**config.mk**
```make
export PLATFORM = sky130hd
export DESIGN_NAME = hexscan_display
export DESIGN_NICKNAME = d
export VERILOG_FILES = /design/src/rtl/hexscan_pkg.sv /design/src/rtl/hexscan_timer.sv /design/src/rtl/hexscan_drive.sv /design/src/rtl/hexscan_display.sv
export SDC_FILE = /design/constraint.sdc
export NUM_CORES = 1
export LEC_CHECK = 0
export BUFFER_PORTS_ARGS = -buffer_cell sky130_fd_sc_hd__buf_2
export CAP_MARGIN = 10
export CELL_PAD_IN_SITES_DETAIL_PLACEMENT = 1
export CELL_PAD_IN_SITES_GLOBAL_PLACEMENT = 1
export CORE_AREA = 2 2 79 81
export CTS_CLUSTER_SIZE = 24
export DETAILED_ROUTE_END_ITERATION = 12
export DIE_AREA = 0 0 81 83
export GPL_ROUTABILITY_DRIVEN = 0
export MAX_ROUTING_LAYER = met4
export PLACE_DENSITY_LB_ADDON = 0.1
export SYNTH_ARGS = -nofsm -noshare
export SYNTH_HDL_FRONTEND = slang
export SYNTH_SLANG_ARGS = --single-unit
```
**constraint.sdc**
```tcl
create_clock -name clk -period 2.5 [get_ports clk]
set_clock_uncertainty 0.05 [all_clocks]
set_input_delay 0.625 -clock clk [delete_from_list [all_inputs] [get_ports clk]]
set_output_delay 0.625 -clock clk [all_outputs]
set_load 0.01 [all_outputs]
```
**src/rtl/hexscan_pkg.sv**
```systemverilog
package hexscan_pkg;

  // Active-low glyph; bit 0 top, 1 upper right, 2 lower right, 3 bottom,
  // 4 lower left, 5 upper left, 6 middle.
  function automatic logic [6:0] glyph7(input logic [3:0] nib);
    logic [6:0] g;
    case (nib)
      4'h0: g = 7'h40;
      4'h1: g = 7'h79;
      4'h2: g = 7'h24;
      4'h3: g = 7'h30;
      4'h4: g = 7'h19;
      4'h5: g = 7'h12;
      4'h6: g = 7'h02;
      4'h7: g = 7'h78;
      4'h8: g = 7'h00;
      4'h9: g = 7'h10;
      4'hA: g = 7'h08;
      4'hB: g = 7'h03;
      4'hC: g = 7'h46;
      4'hD: g = 7'h21;
      4'hE: g = 7'h06;
      default: g = 7'h0E;
    endcase
    return g;
  endfunction

  // Nibble k drives enable bit 3-k.
  function automatic logic [3:0] enable_for(input logic [1:0] idx);
    return 4'b1000 >> idx;
  endfunction

  localparam logic [6:0] SEG_DARK = 7'h7F;

endpackage

```
**src/rtl/hexscan_timer.sv**
```systemverilog
module hexscan_timer #(
  parameter int DWELL_CYC = 2500,
  parameter int PASSES    = 48
) (
  input  logic       clk,
  input  logic       rst_n,
  input  logic       start_i,
  output logic       active_o,
  output logic [1:0] digit_o,
  output logic       slot_last_o,
  output logic       session_end_o
);
  localparam int CNT_W  = (DWELL_CYC > 1) ? $clog2(DWELL_CYC) : 1;
  localparam int PASS_W = (PASSES > 1) ? $clog2(PASSES) : 1;
  localparam logic [CNT_W-1:0]  CNT_LAST  = CNT_W'(DWELL_CYC - 1);
  localparam logic [PASS_W-1:0] PASS_LAST = PASS_W'(PASSES - 1);

  logic [CNT_W-1:0]  cnt_q;
  logic [PASS_W-1:0] pass_q;
  logic [1:0]        digit_q;
  logic              active_q;

  assign slot_last_o   = active_q && (cnt_q == CNT_LAST);
  assign session_end_o = slot_last_o && (digit_q == 2'd3) && (pass_q == PASS_LAST);
  assign active_o      = active_q;
  assign digit_o       = digit_q;

  always_ff @(posedge clk or negedge rst_n) begin
    if (!rst_n) begin
      cnt_q    <= '0;
      pass_q   <= '0;
      digit_q  <= '0;
      active_q <= 1'b0;
    end else if (start_i) begin
      cnt_q    <= '0;
      pass_q   <= '0;
      digit_q  <= '0;
      active_q <= 1'b1;
    end else if (active_q) begin
      if (slot_last_o) begin
        cnt_q   <= '0;
        digit_q <= digit_q + 2'd1;
        if (digit_q == 2'd3) pass_q <= pass_q + 1'b1;
        if (session_end_o) active_q <= 1'b0;
      end else begin
        cnt_q <= cnt_q + 1'b1;
      end
    end
  end

  // digit index advances by one at each slot boundary
  p_digit_step_r3: assert property (@(posedge clk) disable iff (!rst_n)
    (slot_last_o && !session_end_o && !start_i) |=> (digit_o == $past(digit_o) + 2'd1));

  // counter never leaves its range while active
  p_cnt_range_r7: assert property (@(posedge clk) disable iff (!rst_n)
    active_q |-> (cnt_q <= CNT_LAST && pass_q <= PASS_LAST));

endmodule

```
**src/rtl/hexscan_drive.sv**
```systemverilog
module hexscan_drive
  import hexscan_pkg::*;
(
  input  logic        active_i,
  input  logic        slot_last_i,
  input  logic        blank_i,
  input  logic [1:0]  digit_i,
  input  logic [15:0] value_i,
  output logic [3:0]  dig_en_o,
  output logic [6:0]  seg_o
);
  logic [3:0] nib_w;
  logic       lit_w;

  assign nib_w    = value_i[{digit_i, 2'b00} +: 4];
  assign lit_w    = active_i && !slot_last_i;
  assign seg_o    = lit_w ? glyph7(nib_w) : SEG_DARK;
  assign dig_en_o = (lit_w && !blank_i) ? enable_for(digit_i) : 4'b0000;

  // blank never lets an enable through
  p_blank_dark_r9: assert final (!(blank_i && dig_en_o != 4'b0000));

endmodule

```
**src/rtl/hexscan_display.sv**
```systemverilog
module hexscan_display
  import hexscan_pkg::*;
#(
  parameter int DWELL_CYC = 2500,
  parameter int PASSES    = 48
) (
  input  logic        clk,
  input  logic        rst_n,
  input  logic [15:0] value_i,
  input  logic        load_i,
  input  logic        blank_i,
  output logic [3:0]  dig_en_o,
  output logic [6:0]  seg_o,
  output logic        done_o
);
  logic [15:0] value_q;
  logic        done_q;
  logic        active_w;
  logic [1:0]  digit_w;
  logic        slot_last_w;
  logic        session_end_w;

  always_ff @(posedge clk or negedge rst_n) begin
    if (!rst_n)      value_q <= '0;
    else if (load_i) value_q <= value_i;
  end

  always_ff @(posedge clk or negedge rst_n) begin
    if (!rst_n)             done_q <= 1'b0;
    else if (load_i)        done_q <= 1'b0;
    else if (session_end_w) done_q <= 1'b1;
  end

  assign done_o = done_q;

  hexscan_timer #(.DWELL_CYC(DWELL_CYC), .PASSES(PASSES)) u_timer (
    .clk           (clk),
    .rst_n         (rst_n),
    .start_i       (load_i),
    .active_o      (active_w),
    .digit_o       (digit_w),
    .slot_last_o   (slot_last_w),
    .session_end_o (session_end_w)
  );

  hexscan_drive u_drive (
    .active_i    (active_w),
    .slot_last_i (slot_last_w),
    .blank_i     (blank_i),
    .digit_i     (digit_w),
    .value_i     (value_q),
    .dig_en_o    (dig_en_o),
    .seg_o       (seg_o)
  );

  p_onehot_en_r4: assert property (@(posedge clk) disable iff (!rst_n)
    $onehot0(dig_en_o));

  p_slot_gap_r6: assert property (@(posedge clk) disable iff (!rst_n)
    slot_last_w |-> (dig_en_o == 4'b0000 && seg_o == SEG_DARK));

  p_blank_en_r9: assert property (@(posedge clk) disable iff (!rst_n)
    blank_i |-> (dig_en_o == 4'b0000));

  p_done_idle_r7: assert property (@(posedge clk) disable iff (!rst_n)
    done_o |-> (dig_en_o == 4'b0000 && seg_o == SEG_DARK));

  p_done_hold_r8: assert property (@(posedge clk) disable iff (!rst_n)
    (done_o && !load_i) |=> done_o);

  p_load_clear_r8: assert property (@(posedge clk) disable iff (!rst_n)
    load_i |=> !done_o);

endmodule

```
; ---- Word level (Yosys, flattened, before mapping)
; Memories as Yosys holds them, arrays and structs flattened.
; Cells that the tools add are included.
[op_classes]
n_eq_ne = 3
n_addsub = 3
n_reduce_logical = 13
n_shift = 2
n_mux = 18
[op_table]
columns = op, n
row1 = $mux 12, 3
row2 = $mux 6, 4
row3 = $shiftx 16x5->4, 1
row4 = $add 12x1->12 const B, 1
row5 = $eq 12x12->1 const B, 1
row6 = $reduce_bool 2->1, 4
row7 = $mux 7, 1
row8 = $add 6x1->6 const B, 1
row9 = $eq 6x6->1 const B, 1
row10 = $mux 1, 6
row11 = $mux 2, 3
row12 = $logic_and 1x1->1, 5
row13 = $mux 4, 1
row14 = $shr 4x2->4 const A, 1
row15 = $reduce_and 3->1, 1
row16 = $add 2x1->2 const B, 1
row17 = $eq 2x2->1 const B, 1
row18 = $logic_not 1->1, 2
row19 = $reduce_and 2->1, 1
[totals]
regBits = 38
n_memories = 1
inputBits = 20
wordCells = 46
romBits = 112
output_inout_bits = 12
[memory_table]
columns = memory, words, width, read_ports, rd_ports_with_merged_regs, wr, line_no
row1 = (name not given), 16, 7, 1, 0, 0, hexscan_pkg.sv:7  ; case (nib)

; ---- Longest topological paths before layout
[logic_depth]
ltp_word = 8
ltp_mapped = 7
ltp_nobuf = 6

; ---- Hierarchy
; From an unflattened synthesis, not the netlist that was laid out.
[hier_totals]
hier_cells = 208
area_unflattened_um2 = 2292.2
[modules_own_cells]
columns = module, seq_area_each_um2, n_inst, cells_per_inst, area_each_um2
row1 = hexscan_timer, 525.5, 1, 123, 1173.6
row2 = hexscan_display, 425.4, 1, 36, 680.7
row3 = hexscan_drive, 0.0, 1, 49, 437.9

; ---- Least setup slack after synthesis
; No wires, ideal clock.
[synth_timing]
kind = reg-to-output
from = reg u_timer.digit_q[0], in the netlist u_timer.digit_o[0]
to = out seg_o[3]
required_time_ns = 1.825
n_path_buf = 1
slack_ns = -0.053
arrival_time_ns = 1.878
path_stages_with_launch = 7
path_cell_list = dfrtp_1 -> buf_2 -> mux4_2 -> ha_1 -> or2_2 -> a21oi_1 -> o21ai_0
[synth_between]
elab_chain_cells = 3
[synth_rtl]
columns = item, line_no
row1 = start: declaration, hexscan_timer.sv:20  ; logic [1:0] digit_q;
row2 = start signal: assignment, hexscan_timer.sv:42  ; digit_q <= digit_q + 2'd1;
row3 = $shiftx 16x5->4, hexscan_drive.sv:15  ; assign nib_w = value_i[{digit_i, 2'b00} +: 4];
row4 = $mem_v2 16x7, n/a
row5 = $mux 7, hexscan_drive.sv:17  ; assign seg_o = lit_w ? glyph7(nib_w) : SEG_DARK;
row6 = end: declaration, hexscan_display.sv:13  ; output logic [6:0] seg_o,
; Every way passes these cells.

; ---- Worst setup path in the final report
[layout_timing]
from = reg u_timer.digit_q[0], in the netlist u_timer.digit_o[0]
to = out seg_o[4]
; Same word-level chain as after synthesis.

==> impl_metrics.py <==
metrics = {
    "worst_setup_path": {
        "critPathKind": "reg2out",
        "critPathCaptureType": "output pin",
        "crit_family": "multiplexers",
        "start_kind": "flop",
        "crit_chain": "mux4_2 -> ha_4 -> mux2_4 -> o21ai_2 -> nand2_1 -> buf_2",
        "required_ns": 1.82,
        "cp_slowest_cell": "mux4_2",
        "critPathMaxFanout": 4,
        "cpPeakStageDelay_ns": 0.63,
        "crit_buf_inv": 1,
        "arrival_ns": 2.15,
    },
    "yosys": {
        "synth_fa_ha_area_frac": 0.06476,
        "syn-num-nets": 239,
        "synth_xor_area_frac": 0.06044,
        "yosys_warnings": 0,
        "synthMuxAreaShare": 0.1446,
        "ys_types": 51,
        "synth_compound_area_frac": 0.08365,
        "async_reset_ff_frac": 1.000,
        "synth-edff-count": 0,
        "synth_ff_type": "dfrtp_1",
        "synthCells": 207,
        "synth_top_family_by_area": "simple AND/OR/NAND/NOR gates",
        "yosys.area_share.simple": 0.1867,
        "syn_area_per_cell_sq_um": 11.20,
        "yosysSeqAreaShare": 0.4101,
        "syn_area_sq_um": 2318,
        "ys_ff_latch": 38,
    },
    "detailed_routing": {
        "routed_via_density": 5.360,
        "ant_nets": 0,
        "wl_per_cell_um": 16.97,
        "firstDrtPassIters": 4,
        "drt_wl_total_um": 5702,
        "vias": 1801,
        "drtIter0Drc": 45,
        "drc": 0,
    },
    "power": {
        "powerDensity_nw_per_um2": 479.1,
        "p_leak_nw": 1.273,
        "irDropWorstVdd_mv": 0.3312,
    },
    "clocking": {
        "clkSlewWorstSetupHoldPaths_ns": 0.08,
        "cts_made_buffers": 5,
        "cts.sinks": 38,
        "clockBufferDepth": 2,
        "insertion_delay_ns": 0.29,
        "tritoncts": "built",
        "h-tree-depth": 2,
        "cts_root_buf": "clkbuf_8",
    },
    "cells_and_area": {
        "nFillCells": 660,
        "finish.utilization": 0.5002,
        "layout.cells.non_filler": 336,
        "diodes": 0,
        "drive_gt1_frac": 0.4368,
        "nNetsFinal": 294,
        "areaGrowthSynthToFinish_pct": 25.47,
    },
    "timing": {
        "finalMaxSlewViolations": 0,
        "rsz0062_at_grt": "true",
        "hold_ws_ns": 0.2680,
        "max_slew_margin": 0.6276,
        "hold_violations": 0,
        "layout_min_cycle_time_ns": 2.826,
        "setup_ws_ns": -0.3262,
        "setup_viol": 11,
        "fmax_mhz": 353.8,
        "finalCritPeriodShare": 1.130,
        "setup_tns_ns": -2.329,
        "tightest_slew_ns": 0.5587,
    },
    "placement": {
        "portBuffers": 31,
        "place_ws_ns": -0.1037,
        "dpl.hpwl_um": 4174,
        "placed_cells": 326,
    },
    "floorplan": {
        "row_count": 28,
        "dieArea_sq_um": 6723,
        "start_util": 0.3987,
        "pin_count": 32,
        "core_sq_um": 5816,
        "die_y_um": 83,
        "die_w_um": 81,
    },
    "global_routing": {
        "antenna_found_initial": 0,
        "grt_max_degree": 25,
        "track_usage": 0.1929,
        "grt_pass1_vias": 1927,
        "grt_pass1_wl_um": 9839,
        "grt-ovfl-total": 0,
    },
    "run": {
        "drv_cap": 0,
    },
    "hold_path": {
        "hold_class": "in2async",
    },
    "status": {
        "status": "complete, but fails checks",
        "violations": "setup timing",
    },
}
[state kept, by name, indices dropped and copies added (netlist names)]
name / cells
u_timer.cnt_q: 12
u_timer.active_o: 1
value_q: 16
done_o: 1
u_timer.pass_q: 6
u_timer.digit_o: 2
[metal layers]
metal	GRT usage	up-vias	routed length [um]	share of wire
li1	-	854	-	-
met5	-	-	0	0
met2	0.3035	25	2802	0.49
met3	0.04022	7	136	0.024
met4	0.05239	0	68	0.012
met1	0.2516	915	2695	0.47
[synth_stat cells (2+ instances only)]
library cell  count  area, sq um
dfrtp_1          38        950.9
mux2_2           18        202.7
nor2_1           18        67.56
ha_1             12        150.1
nand2_1          11        41.29
inv_1             9        33.78
xnor2_1           9        78.83
xor2_1            7        61.31
a21oi_1           6        30.03
o21ai_0           6        30.03
mux4_2            5        112.6
nand3_1           5        25.02
nor3_1            5        25.02
nor3b_1           5        37.54
buf_2             3        15.01
buf_6             3        33.78
clkbuf_1          3        11.26
o211ai_1          3        22.52
or3_1             3        18.77
a221o_1           2        20.02
and4_1            2        17.52
mux2i_1           2        20.02
nand2b_1          2        12.51
o2111ai_1         2        17.52
o31ai_1           2        15.01
[through the flow]
stage / total power, mW / cell area, sq um
final: 1.394 / 2909
after global routing: 1.466 / 2909
after CTS: 1.400 / 2872
after detailed placement: 0.9410 / 2666
after global placement: 0.9344 / 2666
after floorplan: 0.8261 / 2321
[layout make-up]
type	count	area, sq um	area share
timing repair buffer	58	369.1	0.1269
tap	75	93.84	0.03226
sequential	38	952.2	0.3273
multi-input combinational	150	1373	0.4718
clock buffer	6	82.58	0.02839
inverter	9	38.79	0.01333
[power breakdown]
part | switching [mW] | internal [mW]
Combinational | 0.142 | 0.155
Clock | 0.213 | 0.213
Sequential | 0.0263 | 0.644
[cell families (layout without fill, tap and decap cells)]
family	Yosys count	after routing
and+or+nand+nor	69	69
DFF	38	38
AOI/OAI and AO/OA	27	27
muxes	25	26
buffers and inverters	20	73
xor gates and xnor gates	16	16
adders and majority gates	12	12
[cells in the final DEF (no fill, tap or decap), types with 2 or more instances in the layout]
| cell | instances |
|---|---|
| mux4_2 | 5 |
| nand3_1 | 5 |
| buf_4 | 24 |
| nor3b_2 | 5 |
| nor2_1 | 18 |
| ha_1 | 6 |
| o31ai_1 | 2 |
| inv_4 | 2 |
| nand2_1 | 10 |
| buf_6 | 3 |
| o2111ai_1 | 2 |
| dfrtp_1 | 37 |
| or3_1 | 3 |
| o21ai_0 | 2 |
| o21ai_1 | 4 |
| a21oi_1 | 5 |
| mux2i_1 | 2 |
| ha_4 | 3 |
| inv_1 | 7 |
| ha_2 | 3 |
| nand2b_1 | 2 |
| a221o_1 | 2 |
| xnor2_1 | 9 |
| and4_1 | 2 |
| xor2_1 | 7 |
| mux2_2 | 17 |
| o211ai_1 | 3 |
| nor3_1 | 5 |
| clkbuf_8 | 6 |
| buf_2 | 31 |
[path summary, 6_finish.rpt]
kind                               startpoint                 to  slack (ns)  cells after the start
setup reg to reg             u_timer.cnt_q[1]  u_timer.pass_q[5]        0.48                      6
max in group asynchronous               rst_n        value_q[15]        1.58                      2
setup / recovery           u_timer.digit_o[0]           seg_o[4]       -0.33                      6
hold / removal                          rst_n  u_timer.cnt_q[11]        0.27                      1
min in group clk                   value_q[8]         value_q[8]        0.46                      1
hold reg to reg                    value_q[8]         value_q[8]        0.46                      1
[what timing repair did]
item,in CTS,in global routing
hold buffers,0,0
hold endpoints to repair,0,0
gates cloned,1,0
setup endpoints to repair,11,11
setup buffers,2,1
pin swaps,8,8
gates resized for setup,23,9
(Power assumes the default switching activity.)
